--- src/rtl/pgw_pkg.sv ---
package pgw_pkg;
   typedef enum logic [1:0] {
      WK_IDLE = 2'd0,
      WK_ISSUE = 2'd1,
      WK_WAIT = 2'd2
   } walk_state_t;
endpackage

--- src/rtl/pgw_addr_gen.sv ---
module pgw_addr_gen #(
   parameter int LIN_W      = 32,
   parameter int PA_W       = 36,
   parameter int PAGE_SHIFT = 12
) (
   input  logic                         ext_i,
   input  logic [1:0]                   step_i,
   input  logic                         hi_word_i,
   input  logic [LIN_W-1:0]             lin_i,
   input  logic [LIN_W-1:0]             base_i,
   input  logic [PA_W-PAGE_SHIFT-1:0]   frame_i,
   output logic [PA_W-1:0]              addr_o
);
   localparam int SHORT_SH    = 2;
   localparam int LONG_SH     = 3;
   localparam int SHORT_IDX_W = PAGE_SHIFT - SHORT_SH;
   localparam int LONG_IDX_W  = PAGE_SHIFT - LONG_SH;
   localparam int TOP_W       = LIN_W - PAGE_SHIFT - 2*LONG_IDX_W;
   localparam int TOP_ALIGN   = TOP_W + LONG_SH;
   localparam int PAD_W       = PA_W - LIN_W;

   logic [PA_W-1:0]       base_addr;
   logic [LONG_IDX_W-1:0] long_idx;

   always_comb begin
      long_idx = (step_i == 2'd1) ? lin_i[PAGE_SHIFT+LONG_IDX_W +: LONG_IDX_W]
                                  : lin_i[PAGE_SHIFT +: LONG_IDX_W];
      if (step_i == 2'd0) begin
         if (ext_i)
            base_addr = {{PAD_W{1'b0}}, base_i[LIN_W-1:TOP_ALIGN],
                         lin_i[LIN_W-1 -: TOP_W], {LONG_SH{1'b0}}};
         else
            base_addr = {{PAD_W{1'b0}}, base_i[LIN_W-1:PAGE_SHIFT],
                         lin_i[LIN_W-1 -: SHORT_IDX_W], {SHORT_SH{1'b0}}};
      end else if (ext_i) begin
         base_addr = {frame_i, long_idx, {LONG_SH{1'b0}}};
      end else begin
         base_addr = {frame_i, lin_i[PAGE_SHIFT +: SHORT_IDX_W], {SHORT_SH{1'b0}}};
      end
      addr_o = base_addr;
      addr_o[SHORT_SH] = base_addr[SHORT_SH] | (hi_word_i & ext_i);
   end

   logic unused_addr_bits;
   assign unused_addr_bits = ^{lin_i[PAGE_SHIFT-1:0], base_i[TOP_ALIGN-1:0]};
endmodule

--- src/rtl/pgw_entry.sv ---
module pgw_entry #(
   parameter int PA_W       = 36,
   parameter int DATA_W     = 32,
   parameter int PAGE_SHIFT = 12
) (
   input  logic                        ext_i,
   input  logic [DATA_W-1:0]           lo_i,
   input  logic [DATA_W-1:0]           rdata_i,
   output logic                        present_o,
   output logic [PA_W-PAGE_SHIFT-1:0]  frame_o
);
   localparam int HI_W = PA_W - DATA_W;

   generate
      if (HI_W > 0) begin : g_wide
         assign frame_o = ext_i ? {rdata_i[HI_W-1:0], lo_i[DATA_W-1:PAGE_SHIFT]}
                                : {{HI_W{1'b0}}, rdata_i[DATA_W-1:PAGE_SHIFT]};
      end else begin : g_flat
         assign frame_o = ext_i ? lo_i[DATA_W-1:PAGE_SHIFT]
                                : rdata_i[DATA_W-1:PAGE_SHIFT];
      end
   endgenerate

   assign present_o = ext_i ? lo_i[0] : rdata_i[0];

   logic unused_entry_bits;
   assign unused_entry_bits = ^{lo_i[PAGE_SHIFT-1:1], rdata_i[PAGE_SHIFT-1:0]};
endmodule

--- src/rtl/page_walker.sv ---
module page_walker #(
   parameter int LIN_W      = 32,
   parameter int PA_W       = 36,
   parameter int DATA_W     = 32,
   parameter int PAGE_SHIFT = 12
) (
   input  logic              clk,
   input  logic              rst_n,
   input  logic              start_i,
   input  logic [LIN_W-1:0]  lin_addr_i,
   input  logic [LIN_W-1:0]  base_i,
   input  logic              paging_en_i,
   input  logic              ext_mode_i,
   output logic              busy_o,
   output logic              done_o,
   output logic              fault_o,
   output logic [1:0]        fault_level_o,
   output logic [PA_W-1:0]   phys_addr_o,
   output logic              mem_req_o,
   output logic [PA_W-1:0]   mem_addr_o,
   input  logic              mem_rvalid_i,
   input  logic [DATA_W-1:0] mem_rdata_i
);
   import pgw_pkg::*;

   localparam int FRM_W       = PA_W - PAGE_SHIFT;
   localparam int PAD_W       = PA_W - LIN_W;
   localparam int SHORT_IDX_W = PAGE_SHIFT - 2;
   localparam int LONG_IDX_W  = PAGE_SHIFT - 3;
   localparam int TOP_W       = LIN_W - PAGE_SHIFT - 2*LONG_IDX_W;

   generate
      if (DATA_W != LIN_W) begin : g_bad_data
         $error("page_walker: DATA_W must equal LIN_W");
      end
      if (LIN_W != PAGE_SHIFT + 2*SHORT_IDX_W) begin : g_bad_short
         $error("page_walker: short format must split LIN_W into two full tables");
      end
      if (TOP_W < 1 || TOP_W > 3) begin : g_bad_top
         $error("page_walker: long-format top index width out of range");
      end
      if (PAD_W < 1 || PAD_W >= DATA_W - PAGE_SHIFT) begin : g_bad_pa
         $error("page_walker: PA_W must exceed LIN_W by a few bits");
      end
   endgenerate

   walk_state_t      state_q;
   logic [1:0]       step_q;
   logic             hi_q;
   logic             ext_q;
   logic [LIN_W-1:0] lin_q;
   logic [LIN_W-1:0] base_q;
   logic [FRM_W-1:0] frame_q;
   logic [DATA_W-1:0] lo_q;

   logic             present;
   logic [FRM_W-1:0] frame_new;
   logic [1:0]       last_step;

   assign last_step = ext_q ? 2'd2 : 2'd1;

   pgw_addr_gen #(
      .LIN_W(LIN_W), .PA_W(PA_W), .PAGE_SHIFT(PAGE_SHIFT)
   ) u_addr (
      .ext_i     (ext_q),
      .step_i    (step_q),
      .hi_word_i (hi_q),
      .lin_i     (lin_q),
      .base_i    (base_q),
      .frame_i   (frame_q),
      .addr_o    (mem_addr_o)
   );

   pgw_entry #(
      .PA_W(PA_W), .DATA_W(DATA_W), .PAGE_SHIFT(PAGE_SHIFT)
   ) u_entry (
      .ext_i     (ext_q),
      .lo_i      (lo_q),
      .rdata_i   (mem_rdata_i),
      .present_o (present),
      .frame_o   (frame_new)
   );

   assign busy_o    = (state_q != WK_IDLE);
   assign mem_req_o = (state_q == WK_ISSUE);

   always_ff @(posedge clk) begin
      if (!rst_n) begin
         state_q       <= WK_IDLE;
         step_q        <= 2'd0;
         hi_q          <= 1'b0;
         ext_q         <= 1'b0;
         lin_q         <= '0;
         base_q        <= '0;
         frame_q       <= '0;
         lo_q          <= '0;
         done_o        <= 1'b0;
         fault_o       <= 1'b0;
         fault_level_o <= 2'd0;
         phys_addr_o   <= '0;
      end else begin
         done_o <= 1'b0;
         unique case (state_q)
            WK_IDLE: begin
               if (start_i) begin
                  if (!paging_en_i) begin
                     done_o        <= 1'b1;
                     fault_o       <= 1'b0;
                     fault_level_o <= 2'd0;
                     phys_addr_o   <= {{PAD_W{1'b0}}, lin_addr_i};
                  end else begin
                     lin_q   <= lin_addr_i;
                     base_q  <= base_i;
                     ext_q   <= ext_mode_i;
                     step_q  <= 2'd0;
                     hi_q    <= 1'b0;
                     state_q <= WK_ISSUE;
                  end
               end
            end
            WK_ISSUE: begin
               state_q <= WK_WAIT;
            end
            WK_WAIT: begin
               if (mem_rvalid_i) begin
                  if (ext_q && !hi_q) begin
                     lo_q    <= mem_rdata_i;
                     hi_q    <= 1'b1;
                     state_q <= WK_ISSUE;
                  end else if (!present) begin
                     done_o        <= 1'b1;
                     fault_o       <= 1'b1;
                     fault_level_o <= step_q;
                     state_q       <= WK_IDLE;
                  end else if (step_q == last_step) begin
                     done_o        <= 1'b1;
                     fault_o       <= 1'b0;
                     fault_level_o <= 2'd0;
                     phys_addr_o   <= {frame_new, lin_q[PAGE_SHIFT-1:0]};
                     state_q       <= WK_IDLE;
                  end else begin
                     frame_q <= frame_new;
                     step_q  <= step_q + 2'd1;
                     hi_q    <= 1'b0;
                     state_q <= WK_ISSUE;
                  end
               end
            end
            default: state_q <= WK_IDLE;
         endcase
      end
   end
endmodule

--- config.mk ---
export PLATFORM = sky130hd
export DESIGN_NAME = page_walker
export DESIGN_NICKNAME = d
export VERILOG_FILES = /design/src/rtl/pgw_pkg.sv /design/src/rtl/pgw_addr_gen.sv /design/src/rtl/pgw_entry.sv /design/src/rtl/page_walker.sv
export SDC_FILE = /design/constraint.sdc
export NUM_CORES = 1
export LEC_CHECK = 0
export BUFFER_PORTS_ARGS = -buffer_cell sky130_fd_sc_hd__buf_2
export CAP_MARGIN = 20
export CORE_UTILIZATION = 38
export CTS_BUF_LIST = sky130_fd_sc_hd__clkbuf_8
export CTS_CLUSTER_SIZE = 25
export DETAILED_ROUTE_END_ITERATION = 12
export GPL_TIMING_DRIVEN = 0
export PLACE_DENSITY = 0.73
export SLEW_MARGIN = 20
export SYNTH_ARGS = -nofsm -noshare
export SYNTH_HDL_FRONTEND = slang
export SYNTH_SLANG_ARGS = --single-unit
--- constraint.sdc ---
create_clock -name clk -period 2.26 [get_ports clk]
set_clock_uncertainty 0.05 [all_clocks]
set_input_delay 0.452 -clock clk [delete_from_list [all_inputs] [get_ports clk]]
set_output_delay 0.452 -clock clk [all_outputs]
set_load 0.1 [all_outputs]
# Yosys cells after proc, flatten, opt, wreduce, memory -nomap -nowiden
# Cells that the tools add are included.
op_classes:
  order_cmp: 0
  div_mod_pow: 0
  n_mux: 56
  addsub: 1
  n_bitwise: 4
  n_reduce_logical: 14
  n_shift: 0
  n_eq_ne: 15
  n_mul: 0
op_table:
  columns: ["operator", "count"]
  rows:
  - ["$mux W36", 7]
  - ["$pmux W36 S2", 1]
  - ["$mux W2", 16]
  - ["$mux W12", 2]
  - ["$mux W24", 1]
  - ["$mux W1", 22]
  - ["$ne A2 B2 Y1 const B", 8]
  - ["$reduce_and A7 Y1", 2]
  - ["$reduce_and A6 Y1", 2]
  - ["$mux W9", 1]
  - ["$ne A3 B3 Y1 const B", 3]
  - ["$reduce_and A3 Y1", 3]
  - ["$pmux W2 S2", 2]
  - ["$pmux W1 S2", 3]
  - ["$pmux W2 S3", 1]
  - ["$reduce_and A5 Y1", 1]
  - ["$eq A2 B1 Y1 const B", 2]
  - ["$logic_not A2 Y1", 2]
  - ["$reduce_bool A2 Y1", 2]
  - ["$add A2 B1 Y2 const B", 1]
  - ["$eq A2 B2 Y1", 1]
  - ["$eq A2 B2 Y1 const B", 1]
  - ["$not A1 Y1", 2]
  - ["$and A1 B1 Y1", 1]
  - ["3 further kinds", 3]
word_totals:
  mem_bits_ro: 0
  input_bits: 102
  latch_bits: 0
  mem_bits_rw: 0
  mem_count: 0
  register_bits: 166

# Depth between registers and ports, before layout
depth:
  ltp_word: 7
  depth_mapped: 7

# Cells and area by module
# A second synthesis with hierarchy kept.
unflattened:
  hier_cells: 827
  hier_area_um2: 7598.5
modules_own_cells:
  columns: ["module", "cells_each", "area_each_um2", "instances"]
  rows:
  - ["page_walker", 714, 6535.0, 1]
  - ["pgw_addr_gen", 85, 699.4, 1]
  - ["pgw_entry", 28, 364.1, 1]

# Worst setup path after synthesis
# OpenSTA, ideal clock, no wires.
synth_path:
  kind: "flip-flop to output port"
  from: "register step_q[1]"
  to: "output port mem_addr_o[2]"
  arrival_ps: 2725
  stages_incl_launch_ff: 8
  path_slack_ps: -967
  n_path_buf: 3
  path_cell_list: "dfxtp_1 -> inv_1 -> ha_1 -> buf_2 -> buf_2 -> buf_1 -> a211oi_1 -> nor2_1"
synth_via:
  elab_chain_len: 3
synth_lines:
  columns: ["element", "line_no", "source"]
  rows:
  - ["from (decl)", "page_walker.sv:48", "logic [1:0] step_q;"]
  - ["from (signal assigned)", "page_walker.sv:143", "step_q <= step_q + 2'd1;"]
  - ["$logic_not A2 Y1", "pgw_addr_gen.sv:28", "if (step_i == 2'd0) begin"]
  - ["$mux W36", "pgw_addr_gen.sv:28", null]
  - ["$or A1 B1 Y1", "pgw_addr_gen.sv:41", "addr_o[SHORT_SH] = base_addr[SHORT_SH] | (hi_word_i & ext_i);"]
  - ["to (decl)", "page_walker.sv:20", "output logic [PA_W-1:0] mem_addr_o,"]
# Every way passes these cells.

# Worst setup path after layout
layout_path:
  from: "register step_q[1]"
  to: "output port mem_addr_o[4]"
layout_via:
  elab_chain_len: 4
  elab_cells_between_ends: 5
  classes_between: "eq/ne: 1; mux: 3; reduce/logical: 1"
layout_lines:
  columns: ["element", "line_no", "source"]
  rows:
  - ["$eq A2 B1 Y1", "pgw_addr_gen.sv:26", "long_idx = (step_i == 2'd1) ? lin_i[PAGE_SHIFT+LONG_IDX_W +: LONG_IDX_W]"]
  - ["$mux W9", "pgw_addr_gen.sv:26", null]
  - ["$mux W12", "pgw_addr_gen.sv:35", "end else if (ext_i) begin"]
  - ["$mux W36 (*)", "pgw_addr_gen.sv:28", null]
# Every way passes the cells marked *; elsewhere a longest branch is shown, timed or not.

==> impl_metrics.yaml <==
status:
  status: "complete, but fails checks"
  violations: "setup timing"
synthesis:
  synth_seq_cells: 150
  seq_area_frac_synth_pct: 44.7
  synthMuxAreaShare_pct: 15.2
  async_flop_share_pct: 0
  synthSimpleGateAreaFrac_pct: 16.9
  synth.distinct_cells: 47
  netlist_top_cells_area: "dfxtp_1, nand2_1, mux2i_1, a21oi_1, mux2_2"
  synth_largest_area_cell: "dfxtp_1"
  syn_inst: 783
  synth_edf_count: 0
  synth_top_family_by_area: "compound AO/OA/AOI/OAI gates"
  yosysWarnings: 0
  synth_fa_ha_area_share_pct: 0.373
  synth_compound_area_share_pct: 17.6
  syn_area_sq_um: 6720
  synthTopCellsByCount: "nand2_1, dfxtp_1, a21oi_1"
  synthFlopType: "dfxtp_1"
  synth.top_cell.area_share_pct: 44.7
  synth_most_common_cell: "nand2_1"
  synthXorXnorAreaFrac_pct: 0
  syn_area_per_cell_sq_um: 8.58
sta:
  tightest_slew_ps: 702
  worst_hold_slack_ps: 178
  fin_ws_ps: -418
  rsz0062_at_grt: "true"
  hold_viol_final: 0
  slew_violations: 0
  relSlewSlack_pct: 53.1
  setup_viol: 34
  setup_tns_ps: -10320
  max_freq_ghz: 0.373
  min_period_ps: 2680
  min_period_over_period_pct: 119
setup_path:
  cp_num_cells: 6
  start_kind: "register"
  cp-startpoint: "step_q[1]"
  worstPathArrival_ps: 2180
  worstRegToRegCells: 6
  path_cells: "inv_4 > ha_4 > buf_8 > mux2_4 > mux4_2 > buf_12"
  crit_path_end: "mem_addr_o[4]"
  cp.required_ps: 1760
  r2r-start: "state_q[1]"
  r2r_slack_ps: 120
  path_class: "reg -> out"
  end_kind: "output port"
  reg2reg_to: "base_q[11]"
  path_buf_inv: 3
  crit_path_max_fanout: 5
  cpPeakStageDelay_ps: 510
  cp_top_family: "multiplexers"
  slowest_stage: "mux4_2"
grt:
  grt_pass1_wl_um: 33600
  grt_pass1_vias: 6344
  grt_use_total_pct: 24.3
  grt.overflow.total: 0
  antenna_found_initial: 2
  grt_max_degree: 17
cells_and_area:
  areaGrowthSynthToFinish_pct: 34.2
  fin_cells: 1219
  post-route-cell-area_sq_um: 9010
  n_fill_cell: 1665
  nNetsFinal: 1083
  drive_above_1_share_pct: 29.6
power_and_ir_drop:
  pwr-share-seq_pct: 42.5
  power_frac_clock_pct: 35.8
  switching_share_pct: 33.3
  powerDensity_nw_per_um2: 737
  ir_worst_vdd_v: 0.000404
  p_comb_share_pct: 21.7
  internal_power_uw: 4430
  p_switching_uw: 2220
  power.leakage_uw: 0.00350
floorplanning:
  io-pin-count: 180
  die_h_um: 135
  start_util_pct: 38.8
  rows: 48
  core_sq_um: 17300
  die_w_um: 135
  die_area_sq_um: 18200
cts:
  postCtsHoldBufs: 0
  clockBufferDepth: 2
  htreeDepth: 4
  cts_num_sinks: 150
  cts_buffers: 17
  path_clk_slew_ps: 90
  cts_tree: "yes"
  clk_latency_ps: 460
  cts_root_buffer: "clkbuf_8"
placed_design:
  dpl.hpwl_um: 15800
  dpl_cell_area_sq_um: 7870
  portBuffers: 163
  place.gp.congestion: 0.880
  dp.cells: 1172
job:
  drv_cap: 0
detailed_routing:
  final_antenna_net_count: 0
  wl_um: 22000
  wire_per_inst_um: 18.0
  drt_drc_violations_left: 0
  via_count: 6604
  drtPass1Iterations: 5
  drt_iter0_drc: 469
  viasPerCell: 5.42
worst_hold_path:
  hp-class: "in -> reg"
  worstHoldStart: "mem_rdata_i[18]"
-- worst register-to-register path: cells and delay by family (launching register included) --
| family | cells | cell delay [ps] |
|---|---|---|
| compound gates | 1 | 170 |
| buf+inv | 2 | 720 |
| flops | 1 | 400 |
| simple gates | 3 | 740 |
-- worst min-delay path by stage --
stage,end,slack [ps],cells past startpoint
floorplan,base_q[12],380,2
global placement,base_q[24],390,2
detailed placement,base_q[14],400,2
CTS,base_q[28],160,3
global route,lo_q[16],160,3
finish,lo_q[18],180,3
-- cells in the final DEF (no fill, tap or decap), drive strengths merged, types with 2 or more instances in the layout --
master | synthesis | final
diode | 0 | 2
clkbuf | 56 | 74
mux4 | 9 | 9
mux2i | 49 | 49
a211oi | 21 | 21
a311oi | 13 | 13
o21ai | 2 | 2
bufinv | 0 | 4
nand2 | 241 | 241
inv | 8 | 10
buf | 16 | 192
and3 | 2 | 2
nand2b | 2 | 2
clkinv | 0 | 7
a21oi | 94 | 94
dfxtp | 150 | 150
mux2 | 29 | 29
ha | 2 | 2
conb | 1 | 2
a31oi | 20 | 20
o22ai | 4 | 4
nand3 | 4 | 4
nand4 | 5 | 5
o211ai | 20 | 20
nor2b | 10 | 10
and2 | 3 | 3
nor2 | 5 | 5
-- sequential cells by signal, summed over array words and instances, names as in the netlist --
| signal | cells |
|---|---|
| base_q | 27 |
| done_o | 1 |
| ext_q | 1 |
| fault_level_o | 2 |
| fault_o | 1 |
| frame_q | 24 |
| hi_q | 1 |
| lin_q | 32 |
| lo_q | 21 |
| phys_addr_o | 36 |
| state_q | 2 |
| step_q | 2 |
-- layer usage --
| metal | wire length [um] | GRT usage [%] | vias to the layer above |
|---|---|---|---|
| met5 | 0 | 0 | - |
| met4 | 831 | 11.4 | 0 |
| met3 | 1780 | 4.69 | 60 |
| met2 | 10400 | 39.9 | 320 |
| met1 | 8970 | 30.7 | 3098 |
| li1 | - | - | 3126 |
-- timing repair --
action                                  CTS  global route
gates resized for setup                 139            27
buffers inserted                          8             3
cloned                                    2             0
endpoints found under the setup margin   34            64
pin swaps                                 3             1
-- final cells by class --
| cell class | instances | area [sq um] | share of cell area (%) |
|---|---|---|---|
| multi-input combinational | 554 | 3480 | 38.7 |
| sequential | 150 | 3010 | 33.4 |
| timing repair buffer | 176 | 1340 | 14.9 |
| buffer | 72 | 404 | 4.48 |
| tap | 225 | 282 | 3.12 |
| clock buffer | 19 | 262 | 2.90 |
| clock inverter | 13 | 195 | 2.17 |
| inverter | 8 | 32.5 | 0.361 |
| antenna | 2 | 5.00 | 0.0555 |
-- metrics by stage --
stage                     setup WS, ps  total power (uW)  utilization, %
final                             -418              6640            52.1
after global routing              -467              6870            52.1
after CTS                         -442              6640            51.7
after detailed placement          -412              4200            45.5
after global placement            -387              4190            45.5
after floorplan                   6.78              3880               -
-- logic make-up (layout without fill, tap and decap cells) --
family,Yosys count,count (layout)
buffers and inverters,80,288
other,1,4
adders and majority gates,2,2
and+or+nand+nor,279,279
muxes,87,87
DFF,150,150
AOI/OAI and AO/OA,184,184
-- power groups by stage --
stage                     combinational, uW  clock, uW  sequential (uW)
after floorplan                         679          0             3200
after global placement                 1310          0             2880
after detailed placement               1320          0             2880
after CTS                              1420       2390             2820
after global routing                   1510       2520             2840
final                                  1440       2380             2830
Power figures use the tool's default switching activity.
